[config.mk]
export PLATFORM = sky130hd
export DESIGN_NAME = phy_irq_ctrl
export DESIGN_NICKNAME = d
export VERILOG_FILES = /design/src/rtl/phy_irq_pkg.sv /design/src/rtl/phy_irq_edge.sv /design/src/rtl/phy_irq_flags.sv /design/src/rtl/phy_irq_mask.sv /design/src/rtl/phy_irq_ctrl.sv
export SDC_FILE = /design/constraint.sdc
export NUM_CORES = 1
export LEC_CHECK = 0
export BUFFER_PORTS_ARGS = -buffer_cell sky130_fd_sc_hd__buf_2
export CORE_ASPECT_RATIO = 1.1
export CORE_MARGIN = 3
export CORE_UTILIZATION = 29
export DETAILED_ROUTE_END_ITERATION = 12
export PLACE_DENSITY = 0.64
export SYNTH_ARGS = -nofsm -noshare
export SYNTH_HDL_FRONTEND = slang
export SYNTH_SLANG_ARGS = --single-unit
export TNS_END_PERCENT = 20
[constraint.sdc]
create_clock -name clk -period 1.5 [get_ports clk]
set_input_delay 0.075 -clock clk [delete_from_list [all_inputs] [get_ports clk]]
set_output_delay 0.075 -clock clk [all_outputs]
set_load 0.02 [all_outputs]
[src/rtl/phy_irq_pkg.sv]
// Shared constants for the interrupt flag/mask controller.
// Assumes a 16-bit register with sources only in the window [SRC_HI:SRC_LO].
package phy_irq_pkg;
    localparam int REG_W      = 16;
    localparam int SRC_LO     = 1;
    localparam int SRC_HI     = 7;
    localparam int ENERGY_BIT = SRC_HI;
    localparam int NUM_PULSE  = SRC_HI - SRC_LO;

    // Bits of the register that carry state
    localparam logic [REG_W-1:0] SRC_WIN =
        ((REG_W'(1) << (SRC_HI + 1)) - REG_W'(1)) & ~((REG_W'(1) << SRC_LO) - REG_W'(1));
endpackage

[src/rtl/phy_irq_edge.sv]
// Two-sided change detector for a synchronous level input.
// Assumes the level is already in the clk domain. The history starts low.
module phy_irq_edge (
    input  logic clk,
    input  logic rst_n,
    input  logic level,
    output logic changed
);
    logic prev_q;

    // Keep the previous sample of the level
    always_ff @(posedge clk) begin
        if (!rst_n) prev_q <= 1'b0;
        else        prev_q <= level;
    end

    // Flag any difference from the previous sample
    always_comb changed = level ^ prev_q;
endmodule

[src/rtl/phy_irq_flags.sv]
// Latching-high interrupt source flags. A set in the same cycle as the
// clear wins. Bits outside the source window are tied low.
// Assumes set_vec and clr are synchronous and one cycle wide.
module phy_irq_flags
    import phy_irq_pkg::*;
(
    input  logic             clk,
    input  logic             rst_n,
    input  logic [REG_W-1:0] set_vec,
    input  logic             clr,
    output logic [REG_W-1:0] flag_d,
    output logic [REG_W-1:0] flag_q
);
    for (genvar i = 0; i < REG_W; i++) begin : g_bit
        if (i >= SRC_LO && i <= SRC_HI) begin : g_src
            // Next value: a set beats a clear, otherwise hold
            always_comb flag_d[i] = set_vec[i] | (flag_q[i] & ~clr);

            // State of one flag
            always_ff @(posedge clk) begin
                if (!rst_n) flag_q[i] <= 1'b0;
                else        flag_q[i] <= flag_d[i];
            end

            AST_FLAG_HOLDS: assert property (@(posedge clk) disable iff (!rst_n)
                (flag_q[i] && !clr) |=> flag_q[i]);
            AST_SET_WINS: assert property (@(posedge clk) disable iff (!rst_n)
                set_vec[i] |=> flag_q[i]);
            AST_CLEAR_TAKES: assert property (@(posedge clk) disable iff (!rst_n)
                (clr && !set_vec[i]) |=> !flag_q[i]);
        end else begin : g_rsv
            // Reserved position: always zero
            always_comb begin
                flag_d[i] = 1'b0;
                flag_q[i] = 1'b0;
            end
        end
    end
endmodule

[src/rtl/phy_irq_mask.sv]
// Source enable register, 1 enables. Only the source window is stored.
// Assumes wr is a one-cycle strobe already decoded for this register.
module phy_irq_mask
    import phy_irq_pkg::*;
(
    input  logic             clk,
    input  logic             rst_n,
    input  logic             wr,
    input  logic [REG_W-1:0] wdata,
    output logic [REG_W-1:0] mask_d,
    output logic [REG_W-1:0] mask_q
);
    // Next value: take the window of the write data, or hold
    always_comb mask_d = wr ? (wdata & SRC_WIN) : mask_q;

    // Enable register state
    always_ff @(posedge clk) begin
        if (!rst_n) mask_q <= '0;
        else        mask_q <= mask_d;
    end

    AST_MASK_HOLDS: assert property (@(posedge clk) disable iff (!rst_n)
        !wr |=> $stable(mask_q));
endmodule

[src/rtl/phy_irq_ctrl.sv]
// Top of the interrupt flag/mask controller. Decodes the management strobes,
// gathers the event sources, muxes read data and registers the interrupt.
// Assumes management strobes and events are synchronous to clk.
module phy_irq_ctrl
    import phy_irq_pkg::*;
#(
    parameter int ADDR_W    = 5,
    parameter int FLAG_ADDR = 29,
    parameter int MASK_ADDR = 30
) (
    input  logic                 clk,
    input  logic                 rst_n,
    input  logic [NUM_PULSE-1:0] evt_pulse,
    input  logic                 energy_on,
    input  logic [ADDR_W-1:0]    reg_addr,
    input  logic                 reg_rd,
    input  logic                 reg_wr,
    input  logic [REG_W-1:0]     wr_data,
    output logic [REG_W-1:0]     rd_data,
    output logic                 irq_n
);
    localparam logic [ADDR_W-1:0] FLAG_A = ADDR_W'(FLAG_ADDR);
    localparam logic [ADDR_W-1:0] MASK_A = ADDR_W'(MASK_ADDR);

    logic             flag_sel, mask_sel, energy_chg;
    logic [REG_W-1:0] set_vec, flag_d, flag_q, mask_d, mask_q;
    logic             irq_n_q;

    // Address decode
    always_comb begin
        flag_sel = (reg_addr == FLAG_A);
        mask_sel = (reg_addr == MASK_A);
    end

    phy_irq_edge u_edge (
        .clk     (clk),
        .rst_n   (rst_n),
        .level   (energy_on),
        .changed (energy_chg)
    );

    // Place pulses and the energy change into register bit positions
    always_comb begin
        set_vec = '0;
        set_vec[SRC_HI-1:SRC_LO] = evt_pulse;
        set_vec[ENERGY_BIT]      = energy_chg;
    end

    phy_irq_flags u_flags (
        .clk     (clk),
        .rst_n   (rst_n),
        .set_vec (set_vec),
        .clr     (reg_rd & flag_sel),
        .flag_d  (flag_d),
        .flag_q  (flag_q)
    );

    phy_irq_mask u_mask (
        .clk    (clk),
        .rst_n  (rst_n),
        .wr     (reg_wr & mask_sel),
        .wdata  (wr_data),
        .mask_d (mask_d),
        .mask_q (mask_q)
    );

    // Read mux: old contents, zero for unknown addresses
    always_comb begin
        if (flag_sel)      rd_data = flag_q;
        else if (mask_sel) rd_data = mask_q;
        else               rd_data = '0;
    end

    // Interrupt from next-state values so it moves on the same edge as the flags
    always_ff @(posedge clk) begin
        if (!rst_n) irq_n_q <= 1'b1;
        else        irq_n_q <= ~|(flag_d & mask_d);
    end

    always_comb irq_n = irq_n_q;

    AST_IRQ_ACTIVE: assert property (@(posedge clk) disable iff (!rst_n)
        (|(flag_q & mask_q)) |-> !irq_n);
    AST_IRQ_QUIET: assert property (@(posedge clk) disable iff (!rst_n)
        !(|(flag_q & mask_q)) |-> irq_n);
    AST_ENERGY_LATCH: assert property (@(posedge clk) disable iff (!rst_n)
        energy_chg |=> flag_q[ENERGY_BIT]);
    AST_FLAG_WR_IGNORED: assert property (@(posedge clk) disable iff (!rst_n)
        (reg_wr && flag_sel && !reg_rd && set_vec == '0) |=> $stable(flag_q));
endmodule

==> results of run 1 <==
[synth_stat cells, types with 2 or more instances]
cell     number
dfxtp_1      16
nor2b_1      12
buf_4         9
a21oi_1       7
a22o_1        7
mux2i_1       7
o22ai_1       3
nor3b_1       2
[layout make-up]
type / count / area, sq um / area share, %
multi-input combinational: 57 / 390.4 / 40.52
sequential: 16 / 320.3 / 33.25
timing repair buffer: 34 / 192.7 / 20.00
tap: 30 / 37.54 / 3.896
clock buffer: 3 / 22.52 / 2.338
[logic make-up (layout without fill, tap and decap cells)]
kind of cell | after synthesis | in the layout | synth area share, %
AO/OA/AOI/OAI | 18 | 18 | 17.21
XOR/XNOR | 1 | 1 | 1.148
buffers and inverters | 11 | 37 | 10.82
flip-flops | 16 | 16 | 41.97
multiplexers | 7 | 7 | 9.181
other | 1 | 9 | 0.4913
AND/OR/NAND/NOR | 22 | 22 | 19.18
[worst min path at each step]
stage | start | to | slack, ns | cells after the start
5_1_grt | energy_on | u_edge.prev_q$_SDFF_PN0_ | 0.02 | 2
2_1_floorplan | energy_on | u_edge.prev_q$_SDFF_PN0_ | 0.20 | 1
4_1_cts | energy_on | u_edge.prev_q$_SDFF_PN0_ | 0.02 | 2
6_report | energy_on | u_edge.prev_q$_SDFF_PN0_ | 0.02 | 2
3_3_place_gp | energy_on | u_edge.prev_q$_SDFF_PN0_ | 0.31 | 2
3_5_place_dp | energy_on | u_edge.prev_q$_SDFF_PN0_ | 0.31 | 2
[state kept, by name, summed over array words and instances, names as in the netlist]
register        count
u_edge.prev_q       1
irq_n               1
u_mask.mask_q       7
u_flags.flag_q      7
[through the flow]
step                hold WS (ns)  setup slack (ns)  cell area, sq um  util [%]
finish                   0.01869            0.2987             963.4     40.74
global route             0.02480            0.2352             963.4     40.74
CTS                      0.01743            0.2944             963.4     40.74
detailed placement        0.3090          0.007200             940.9     39.79
global placement          0.3084           0.02706             940.9     39.79
floorplan                 0.1967            0.2381             793.3         -
[routing by layer]
metal	vias to the layer above	track usage (%)	share of wire, %
li1	323	-	-
met1	290	14.66	43
met2	32	16.22	46
met3	2	3.741	10
met4	0	5.208	0.76
met5	-	0	0
[where the power goes]
| part | total [mW] | leakage [nW] | switching, mW | internal [mW] |
|---|---|---|---|---|
| clock | 0.217 | 0.0138 | 0.124 | 0.0930 |
| sequential | 0.451 | 0.132 | 0.00823 | 0.442 |
| combinational | 0.104 | 0.293 | 0.0579 | 0.0461 |
==> results.txt, run 1 <==
Status: finished clean
Synthesized area per cell: 10.04 sq um
Yosys cell types: 21
Reg2reg setup slack: 0.35 ns
Post-synth top area share: 41.97%
CTS Root Cell: clkbuf_4
Asr flop ratio synth: 0%
CTS tree: done
TritonRoute pass-1 iters: 4
Reg-to-Reg Start: u_edge.prev_q$_SDFF_PN0_
Floorplan core area: 0.002365 sq mm
Worst-Skew Late Latency: 0.28 ns
Placed insts: 137
Pleak: 0.4387 nW
Die width: 54.92 um
Port buffer count: 30
Routed Antenna Nets: 0
Gr usage total: 11.16%
HP Class: input port to register
Clock Sinks: 16
Total congestion overflow: 0
RSZ-0062 raised after global routing: no
Syn Inst Count: 76
Initial Util: 32.28%
CTS clk-pin slew, worst paths: 0.09 ns
Setup TNS: 0 ns
Placer Congestion: 0.6762
Buffer count from post-CTS setup fixing: 0
Final setup fails: 0
Vias per inst: 4.621
Crit path depth: 7
Critical Path Slowest Stage Cell: o41ai_2
Commonest non-fill, non-tap cell in the layout: buf_2
Final Hold Vio Count: 0
Most frequent cells in the layout: 30 x buf_2, 16 x dfxtp_1, 12 x nor2b_1
Initial drt markers: 9
Top FF cell, synth: dfxtp_1
Cell taking the most area after synthesis: dfxtp_1
Post-CTS Resized: 0
Drt drc: 0
Top cells by area, synth: dfxtp_1 42%, nor2b_1 9.8%, mux2i_1 9.2%, buf_4 8.9%, a22o_1 8.0%
Per-cell routed wire length: 12.19 um
Total wire length: 1.706 mm
P per Cell Area: 800.7 mW/mm^2
Crit-path max FO: 7
Register area share after synthesis: 41.97%
Number of global-route vias before repair: 604
CP Capture Point: irq_n$_SDFF_PN1_
Period minus WS final: 1.201 ns
Nets@finish: 144
Startpoint types: input port
WP buf/inv: 2
Crit path kind: input port to register
Boundary Pins: 49
Number of synthesized register bits: 16
Worst vdd ir: 0.4767 mV
Clock Skew: 0.002686 ns
Die height: 59.81 um
R2R depth: 4
Worst Setup End Kind: register
Largest net degree at the start of global routing: 17
FMAX: 832.4 MHz
Critical Path Start: reg_addr[3]
Crit path max-delay family: compound AO/OA/AOI/OAI gates
DR vias: 647
Final period util: 80.09%
Post-synth EDFFs: 0
CTS max path bufs: 2
Initial antenna violation count: 0
Worst Path Required: 1.69 ns
Layout area overhead: 26.23%
Post-Syn Area: 763.2 sq um
Max-Cap Viols: 0
Row cnt: 18
H-tree depth: 1
Non-filler cells, final: 140
Final HPWL DP: 1.310 mm
Post-route total power: 0.7714 mW
Worst path arrival time: 1.39 ns
# diodes: 0
Fill count: 262
Synth warnings: 0
CTS Buf Count: 3
Cells along the critical path: buf_2 -> and3_1 -> and4b_1 -> buf_12 -> mux2i_1 -> o22ai_1 -> o41ai_2
RR Endpoint: irq_n$_SDFF_PN1_
Critical Path Max Stage Delay: 0.32 ns
First-pass GRT wire length: 2.615 mm
Layout cell share with drive strength beyond 1: 35.45%
Total die area: 0.003284 sq mm
Pins over their slew limit: 0
Cts-stage hold buffer count: 0
Power figures use the tool's default switching activity.
==> run 2, diff against run 1 <==
==> constraint.sdc (replaced) <==
create_clock -name clk -period 1.2 [get_ports clk]
set_input_delay 0.06 -clock clk [delete_from_list [all_inputs] [get_ports clk]]
set_output_delay 0.06 -clock clk [all_outputs]
set_load 0.02 [all_outputs]
==> run 2 against run 1 <==
Effect of this change: power is 40% higher; utilization is 6.6 points higher; first-iteration DRC count is 44% lower; worst setup slack worse by 0.26 ns; routed wire length is 8.2% higher; combinational power is 53% higher; via count is 6.0% higher; flip-flop and latch count stayed put; largest cell class unchanged; highest routed layer unchanged.
==> results.txt, run 2 (same netlist as run 1, synthesis figures left out) <==
Status: finished clean
Die height: 59.81 um
Worst Path Required: 1.40 ns
Crit path kind: input port to register
Largest net degree at the start of global routing: 17
Crit-path max FO: 7
Worst path arrival time: 1.36 ns
Initial drt markers: 5
HP Class: input port to register
Total wire length: 1.846 mm
FMAX: 864.0 MHz
Most Crowded Layer GR: met2
Post-route total power: 1.082 mW
Number of global-route vias before repair: 646
Initial antenna violation count: 0
Placer Congestion: 0.6819
Worst vdd ir: 0.5355 mV
Floorplan core area: 0.002365 sq mm
Final Hold Vio Count: 0
Final period util: 96.45%
CTS max path bufs: 2
Critical Path Max Stage Delay: 0.32 ns
Pleak: 0.4998 nW
Non-filler cells, final: 149
Largest registers: u_flags.flag_q x7, u_mask.mask_q x7
Startpoint types: input port
Nets@finish: 152
Met3 usage: 2.743%
RSZ-0062 raised after global routing: yes
# diodes: 0
Placed insts: 142
Commonest non-fill, non-tap cell in the layout: buf_2
Pins over their slew limit: 0
Worst Hold Slack: 0.01833 ns
H-tree depth: 1
Max-Cap Viols: 0
Reg2reg setup slack: 0.13 ns
Worst-Skew Late Latency: 0.29 ns
Row cnt: 18
CTS Buf Count: 3
CTS tree: done
Per-cell routed wire length: 12.39 um
CTS clk-pin slew, worst paths: 0.10 ns
Critical Path Slowest Stage Cell: o41ai_2
Clock Skew: 0.004542 ns
Layout area overhead: 46.56%
Met2 Track Usage GR: 19.59%
Total die area: 0.003284 sq mm
Layout cell share with drive strength beyond 1: 46.22%
Cells along the critical path: buf_6 -> and3_4 -> and4b_1 -> buf_12 -> mux2i_4 -> o22ai_2 -> o41ai_2
Final HPWL DP: 1.330 mm
TritonRoute pass-1 iters: 4
Port buffer count: 30
GRT met1 Usage: 15.03%
Period minus WS final: 1.157 ns
Drt drc: 0
Die width: 54.92 um
Post-Place Worst Slack: -0.2434 ns
Vias per inst: 4.604
First-pass GRT wire length: 2.863 mm
Final setup fails: 0
Worst Setup End Kind: register
Boundary Pins: 49
CTS Root Cell: clkbuf_4
Total congestion overflow: 0
P per Cell Area: 967.0 mW/mm^2
Most frequent cells in the layout: 27 x buf_2, 16 x dfxtp_1, 12 x nor2b_1
Clock Sinks: 16
Initial Util: 32.28%
Gr usage total: 12.23%
Routed Antenna Nets: 0
DR vias: 686
Setup slack after layout: 0.04258 ns
==> run 2: where the power goes <==
part	switching, mW	total, mW	internal (mW)	leakage (nW)
combinational	0.0825	0.159	0.0762	0.347
clock	0.174	0.359	0.185	0.0210
sequential	0.0111	0.564	0.553	0.132
==> run 2: path summary, 6_finish.rpt <==
kind                                     start                      endpoint  depth (start not counted)
setup / recovery                   reg_addr[4]              irq_n$_SDFF_PN1_                          7
hold / removal                    evt_pulse[5]  u_flags.flag_q[6]$_SDFF_PN0_                          3
setup reg to reg  u_flags.flag_q[4]$_SDFF_PN0_              irq_n$_SDFF_PN1_                          3
hold reg to reg   u_flags.flag_q[1]$_SDFF_PN0_  u_flags.flag_q[1]$_SDFF_PN0_                          2
==> run 2: critical path: cells and delay by family <==
kind,cells,cell delay (ns)
AO/OA/AOI/OAI,2,0.42
multiplexers,1,0.24
buffers and inverters,2,0.22
AND/OR/NAND/NOR,2,0.41
==> run 2: timing repair <==
item | in CTS | in global routing
endpoints found under the setup margin | 0 | 1
endpoints found under the hold margin | 1 | 0
gates resized for setup | 0 | 14
hold buffers | 1 | 0
setup buffers | 0 | 2
==> run 2: area by class of cell <==
type                       count  area [sq um]
sequential                    16         320.3
fill                         246          1246
clock buffer                   4         36.28
multi-input combinational     57         450.4
tap                           30         37.54
timing repair buffer          42         274.0
==> run 2: per-stage QoR <==
| step | util, % | TNS [ns] | instance area [sq um] |
|---|---|---|---|
| 2_1_floorplan | - | -0.03251 | 793.3 |
| 3_3_place_gp | 41.38 | -0.2275 | 978.4 |
| 3_5_place_dp | 41.38 | -0.3038 | 978.4 |
| 4_1_cts | 43.33 | 0 | 1025 |
| 5_1_grt | 47.30 | -0.01385 | 1119 |
| 6_report | 47.30 | 0 | 1119 |
==> run 2: layer usage <==
| layer | part of all wire, % | wire [um] |
|---|---|---|
| met1 | 41 | 759 |
| met2 | 49 | 900 |
| met3 | 9.2 | 170 |
| met4 | 0.87 | 16 |
| met5 | 0 | 0 |
